$ cat src/rtl/dpc_pkg.sv
package dpc_pkg;
  localparam int LINE_WORDS = 4;
  localparam int BEAT_W = $clog2(LINE_WORDS);

  typedef enum logic [2:0] {
    ST_IDLE,
    ST_PRE,
    ST_ACT,
    ST_COL,
    ST_CLOSE
  } dpc_state_t;
endpackage

$ cat src/rtl/dpc_timer.sv
module dpc_timer #(
  parameter int TW = 4
) (
  input  logic          clk,
  input  logic          rst_n,
  input  logic          load,
  input  logic [TW-1:0] val,
  output logic          last
);
  logic [TW-1:0] cnt;

  always_ff @(posedge clk or negedge rst_n) begin
    if (!rst_n)          cnt <= '0;
    else if (load)       cnt <= val;
    else if (cnt != '0)  cnt <= cnt - 1'b1;
  end

  assign last = (cnt == TW'(1));
endmodule

$ cat src/rtl/dpc_row_track.sv
module dpc_row_track #(
  parameter int ROW_W = 12
) (
  input  logic             clk,
  input  logic             rst_n,
  input  logic             open_set,
  input  logic             open_clr,
  input  logic [ROW_W-1:0] set_row,
  input  logic [ROW_W-1:0] probe_row,
  output logic             row_open,
  output logic             probe_hit
);
  logic [ROW_W-1:0] open_row;

  always_ff @(posedge clk or negedge rst_n) begin
    if (!rst_n) begin
      row_open <= 1'b0;
      open_row <= '0;
    end else if (open_clr) begin
      row_open <= 1'b0;
    end else if (open_set) begin
      row_open <= 1'b1;
      open_row <= set_row;
    end
  end

  assign probe_hit = row_open && (open_row == probe_row);
endmodule

$ cat src/rtl/dpc_seq.sv
module dpc_seq
  import dpc_pkg::*;
#(
  parameter int TW = 4
) (
  input  logic              clk,
  input  logic              rst_n,
  input  logic              req_valid,
  output logic              req_ready,
  input  logic              row_open,
  input  logic              row_hit,
  input  logic              burst_mode,
  input  logic              close_page,
  input  logic [TW-1:0]     t_pre,
  input  logic [TW-1:0]     t_act,
  input  logic [TW-1:0]     t_col,
  input  logic [TW-1:0]     t_burst,
  input  logic              tmr_last,
  output logic              tmr_load,
  output logic [TW-1:0]     tmr_val,
  output logic              accept,
  output logic              cmd_pre,
  output logic              cmd_act,
  output logic              cmd_col,
  output logic              word_valid,
  output logic              done,
  output logic [BEAT_W-1:0] beat
);
  dpc_state_t st, st_n;
  logic [BEAT_W-1:0] beat_n;
  logic first, first_n;
  logic c_burst, c_close;
  logic [TW-1:0] c_pre, c_act, c_col, c_bt;

  function automatic logic [TW-1:0] nz(input logic [TW-1:0] v);
    return (v == '0) ? TW'(1) : v;
  endfunction

  assign req_ready = (st == ST_IDLE);
  assign accept    = req_ready && req_valid;

  always_comb begin
    st_n     = st;
    beat_n   = beat;
    first_n  = 1'b0;
    tmr_load = 1'b0;
    tmr_val  = c_col;
    case (st)
      ST_IDLE: if (req_valid) begin
        tmr_load = 1'b1;
        first_n  = 1'b1;
        beat_n   = '0;
        if (row_hit) begin
          st_n = ST_COL;  tmr_val = nz(t_col);
        end else if (row_open) begin
          st_n = ST_PRE;  tmr_val = nz(t_pre);
        end else begin
          st_n = ST_ACT;  tmr_val = nz(t_act);
        end
      end
      ST_PRE: if (tmr_last) begin
        st_n = ST_ACT; tmr_load = 1'b1; tmr_val = c_act; first_n = 1'b1;
      end
      ST_ACT: if (tmr_last) begin
        st_n = ST_COL; tmr_load = 1'b1; tmr_val = c_col; first_n = 1'b1;
      end
      ST_COL: if (tmr_last) begin
        if (beat == BEAT_W'(LINE_WORDS - 1)) begin
          if (c_close) begin
            st_n = ST_CLOSE; tmr_load = 1'b1; tmr_val = c_pre; first_n = 1'b1;
          end else begin
            st_n = ST_IDLE;
          end
        end else begin
          beat_n   = beat + 1'b1;
          tmr_load = 1'b1;
          first_n  = 1'b1;
          tmr_val  = c_burst ? c_bt : c_col;
        end
      end
      ST_CLOSE: if (tmr_last) st_n = ST_IDLE;
      default: st_n = ST_IDLE;
    endcase
  end

  always_ff @(posedge clk or negedge rst_n) begin
    if (!rst_n) begin
      st    <= ST_IDLE;
      beat  <= '0;
      first <= 1'b0;
    end else begin
      st    <= st_n;
      beat  <= beat_n;
      first <= first_n;
    end
  end

  always_ff @(posedge clk or negedge rst_n) begin
    if (!rst_n) begin
      c_burst <= 1'b0;
      c_close <= 1'b0;
      c_pre   <= TW'(1);
      c_act   <= TW'(1);
      c_col   <= TW'(1);
      c_bt    <= TW'(1);
    end else if (accept) begin
      c_burst <= burst_mode;
      c_close <= close_page;
      c_pre   <= nz(t_pre);
      c_act   <= nz(t_act);
      c_col   <= nz(t_col);
      c_bt    <= nz(t_burst);
    end
  end

  assign cmd_pre    = first && ((st == ST_PRE) || (st == ST_CLOSE));
  assign cmd_act    = first && (st == ST_ACT);
  assign cmd_col    = first && (st == ST_COL);
  assign word_valid = (st == ST_COL) && tmr_last;
  assign done       = word_valid && (beat == BEAT_W'(LINE_WORDS - 1));
endmodule

$ cat src/rtl/dram_page_ctrl.sv
module dram_page_ctrl
  import dpc_pkg::*;
#(
  parameter int ROW_W = 12,
  parameter int COL_W = 8,
  parameter int TW    = 4,
  localparam int ADDR_W = (ROW_W > COL_W) ? ROW_W : COL_W
) (
  input  logic              clk,
  input  logic              rst_n,
  input  logic              req_valid,
  output logic              req_ready,
  input  logic [ROW_W-1:0]  req_row,
  input  logic [COL_W-1:0]  req_col,
  input  logic              burst_mode,
  input  logic              close_page,
  input  logic [TW-1:0]     t_pre,
  input  logic [TW-1:0]     t_act,
  input  logic [TW-1:0]     t_col,
  input  logic [TW-1:0]     t_burst,
  output logic              cmd_pre,
  output logic              cmd_act,
  output logic              cmd_col,
  output logic [ADDR_W-1:0] addr,
  output logic              word_valid,
  output logic [1:0]        word_idx,
  output logic              done
);
  logic              accept, row_open, row_hit, tmr_load, tmr_last;
  logic [TW-1:0]     tmr_val;
  logic [BEAT_W-1:0] beat;
  logic [ROW_W-1:0]  row_q;
  logic [COL_W-1:0]  col_q;
  logic [COL_W-1:0]  col_addr;

  always_ff @(posedge clk or negedge rst_n) begin
    if (!rst_n) begin
      row_q <= '0;
      col_q <= '0;
    end else if (accept) begin
      row_q <= req_row;
      col_q <= req_col;
    end
  end

  dpc_row_track #(.ROW_W(ROW_W)) u_track (
    .clk(clk), .rst_n(rst_n),
    .open_set(cmd_act), .open_clr(cmd_pre),
    .set_row(row_q), .probe_row(req_row),
    .row_open(row_open), .probe_hit(row_hit)
  );

  dpc_timer #(.TW(TW)) u_timer (
    .clk(clk), .rst_n(rst_n),
    .load(tmr_load), .val(tmr_val), .last(tmr_last)
  );

  dpc_seq #(.TW(TW)) u_seq (
    .clk(clk), .rst_n(rst_n),
    .req_valid(req_valid), .req_ready(req_ready),
    .row_open(row_open), .row_hit(row_hit),
    .burst_mode(burst_mode), .close_page(close_page),
    .t_pre(t_pre), .t_act(t_act), .t_col(t_col), .t_burst(t_burst),
    .tmr_last(tmr_last), .tmr_load(tmr_load), .tmr_val(tmr_val),
    .accept(accept),
    .cmd_pre(cmd_pre), .cmd_act(cmd_act), .cmd_col(cmd_col),
    .word_valid(word_valid), .done(done), .beat(beat)
  );

  assign word_idx = col_q[1:0] + beat;
  assign col_addr = {col_q[COL_W-1:2], word_idx};

  always_comb begin
    if (cmd_act)      addr = ADDR_W'(row_q);
    else if (cmd_col) addr = ADDR_W'(col_addr);
    else              addr = '0;
  end
endmodule

$ cat config.mk
export PLATFORM = sky130hd
export DESIGN_NAME = dram_page_ctrl
export DESIGN_NICKNAME = d
export VERILOG_FILES = /design/src/rtl/dpc_pkg.sv /design/src/rtl/dpc_timer.sv /design/src/rtl/dpc_row_track.sv /design/src/rtl/dpc_seq.sv /design/src/rtl/dram_page_ctrl.sv
export SDC_FILE = /design/constraint.sdc
export NUM_CORES = 1
export LEC_CHECK = 0
export BUFFER_PORTS_ARGS = -buffer_cell sky130_fd_sc_hd__buf_2
export CAP_MARGIN = 15
export CORE_MARGIN = 1.5
export CORE_UTILIZATION = 60
export DETAILED_ROUTE_END_ITERATION = 10
export GPL_TIMING_DRIVEN = 0
export PLACE_DENSITY = 0.82
export SYNTH_ARGS = -nofsm -noshare
export SYNTH_HDL_FRONTEND = slang
export SYNTH_SLANG_ARGS = --single-unit
$ cat constraint.sdc
create_clock -name clk -period 2.8 [get_ports clk]
set_input_delay 0 -clock clk [delete_from_list [all_inputs] [get_ports clk]]
set_output_delay 0 -clock clk [all_outputs]
set_load 0.02 [all_outputs]
==> impl_metrics.tcl <==
set metrics [dict create \
    cp_slowest_cell "clkbuf_1" \
    design.die.area_um2 5800 \
    n_antenna_cell 0 \
    antenna_left 0 \
    critPathLaunch "u_seq.st[2]" \
    drc 0 \
    nFillCells 319 \
    hold_class "in2reg" \
    setup_violations 0 \
    routed_wl_mm 8.72 \
    fmax_ghz 0.402 \
    wl_met2_mm 4.28 \
    topRoutingLayerUsed "met4" \
    grt_max_degree 32 \
    synth-edff-count 0 \
    io-pin-count 61 \
    nNetsFinal 505 \
    worstSetupPathType "reg2out" \
    yosysMostFrequentCell "nand2_1" \
    met1Wirelength_mm 3.67 \
    clock_sinks 61 \
    startpoint_type "flop" \
    rows 26 \
    synth_area_leaders "dfrtp_1 44%, nand2_1 13%, mux2_2 4.9%" \
    cts_buffers 9 \
    synth_area_leader_cell "dfrtp_1" \
    synth_top_area_share_pct 44.4 \
    grt_pass1_wl_mm 14.9 \
    die_y_um 76.1 \
    cts_root_buf "clkbuf_8" \
    dr_wl_met3_um 534 \
    p_leak_nw 2.08 \
    syn_nets 395 \
    slew_headroom_pct 50.3 \
    ys_types 47 \
    p_per_area_nw_per_um2 1030 \
    hold_start "t_pre[0]" \
    cts_tree "done" \
    final_layout_size_suffix_gt1_share_pct 23.3 \
    fin_tns_setup_ps 0 \
    fin_crit_sh_pct 88.9 \
    total_power_mw 4.34 \
    status "complete, no violations" \
    slew_viol_final 0 \
    timing.rr.start "u_timer.cnt[1]" \
    core_um2 5140 \
    rsz0062_at_grt "no" \
    end_kind "output port" \
    cp_top_family "buffers and inverters" \
    syn_avg_cell_area_um2 9.20 \
    postSynthCellCount 349 \
    finalHoldViolCount 0 \
    clockBufferDepth 2 \
    synthArstFlopShare_pct 100 \
    final-seq-area_um2 1530 \
    vdd_drop_max_v 0.000589 \
    routedWlPerCell_um 16.3 \
    worstMarginPinSlew_ps 745 \
    synthesis.area_um2 3210 \
    insertion_delay_ps 350 \
    ys_ff_latch 61 \
    required_ps 2800 \
    synth_top_flop_cell "dfrtp_1" \
    cts_setup_buffers 0 \
    synthToLayoutAreaGrowth_pct 31.8 \
    via_count 3010 \
    multiInputGateArea_um2 1550 \
    start_util_pct 62.4 \
    path_cells "buf_2, nor2_1, and3_1, clkbuf_1, clkbuf_1, a22o_1, buf_2" \
    yosys-top-cells-count "110 x nand2_1, 57 x dfrtp_1, 15 x xnor2_1" \
    cts-htree-levels 3 \
    drtPass1Iterations 5 \
    crit_fanout 10 \
    antenna_found_initial 0 \
    fin_util_pct 82.3 \
    grt_pass1_vias 3136 \
    grt.total_usage_pct 32.7 \
    gp_congestion 0.927 \
    skew_ps 6.53 \
    gr-total-overflow 0 \
    ys_warn_count 0 \
    path_clk_slew_ps 70 \
    period_needed_ps 2490 \
    numPortBuffers 60 \
    arrival_ps 2490 \
    die_w_um 76.1 \
    viasPerCell 5.64 \
    hpwl_mm 5.53 \
    drt_iter0_drc 226 \
    crit_buf_inv 4 \
    ys_seq_area_share_pct 47.7 \
    max_stage_delay_ps 460 \
    max_cap_viol_count 0 \
]
-- power breakdown --
part	internal (mW)	switching, mW
logic	0.770	1.06
registers	1.31	0.293
clock network	0.533	0.380
total	2.61	1.73
-- layout by cell type (no fill, tap or decap), types with 4 or more instances in the layout --
master,instances
and2_1,7
clkbuf_8,10
a31oi_1,6
dlygate4sd3_1,38
dfrtp_1,57
buf_2,69
clkbuf_1,11
inv_1,8
o21ai_0,6
mux2i_1,13
o21ai_1,9
ha_1,5
a22o_1,8
nand2_1,110
nor2_1,7
a21oi_1,5
mux2_2,14
dfstp_2,4
xnor2_1,15
nor3_1,7
-- kinds of logic (layout without fill, tap and decap cells) --
group                      after synthesis  after routing  share of synthesized area (%)
and+or+nand+nor                        158            158                           21.9
muxes                                   28             28                           9.43
adders and majority gates                5              5                           1.95
AOI/OAI and AO/OA                       50             50                           10.7
DFF                                     61             61                           47.7
buffers and inverters                   31            146                           3.98
xor gates and xnor gates                16             16                           4.37
-- worst min-delay path: cells and delay by family --
family | cells | cell delay, ps
AND/OR/NAND/NOR | 1 | 120
buffers and inverters | 1 | 70
multiplexers | 1 | 150
-- registers in the layout, summed over array words and instances, names as in the netlist --
name,flops
u_seq.c_burst,1
u_seq.beat,2
u_seq.c_close,1
u_seq.c_pre,4
u_seq.c_bt,4
u_timer.cnt,4
u_seq.c_act,4
u_track.row_open,1
col_q,8
u_track.open_row,12
u_seq.c_col,4
u_seq.first,1
u_seq.st,3
row_q,12
-- layout make-up --
class | count | share of cell area [%]
plain buffers | 22 | 2.22
inverters | 9 | 0.799
flip-flops and latches | 61 | 36.2
multi-input cells | 257 | 36.7
clock buffers | 10 | 3.25
clock inverters | 6 | 2.22
well taps | 70 | 2.07
repair buffers | 99 | 16.6
-- metal layers --
| metal | GRT usage (%) | vias up |
|---|---|---|
| li1 | - | 1398 |
| met1 | 40.7 | 1435 |
| met2 | 56.3 | 150 |
| met3 | 4.91 | 27 |
| met4 | 15.0 | 0 |
| met5 | 0 | - |
-- stage by stage --
stage / std cells / worst slack (ps) / instance area [um2] / hold WS, ps
global route: 534 / 159 / 4230 / 41.9
global placement: 479 / 652 / 3600 / 189
CTS: 534 / 324 / 4230 / 20.7
floorplan: 349 / 832 / 3210 / -296
finish: 534 / 312 / 4230 / 23.4
detailed placement: 480 / 645 / 3620 / 103
-- path summary, 6_finish.rpt --
path	slack, ps	endpoint	depth (start not counted)
hold / removal	20	u_seq.c_pre[0]	3
setup / recovery	310	addr[6]	7
max in group asynchronous	1850	u_seq.c_col[0]	3
min in group asynchronous	250	u_seq.st[2]	2
setup reg to reg	590	u_timer.cnt[2]	9
hold reg to reg	470	u_seq.c_act[0]	2
-- what timing repair did --
| action | in CTS | in global routing |
|---|---|---|
| hold buffers | 38 | 0 |
| resized for setup | 0 | 0 |
| hold endpoints to repair | 69 | 0 |
No activity file was read; power rests on OpenSTA's default activity.
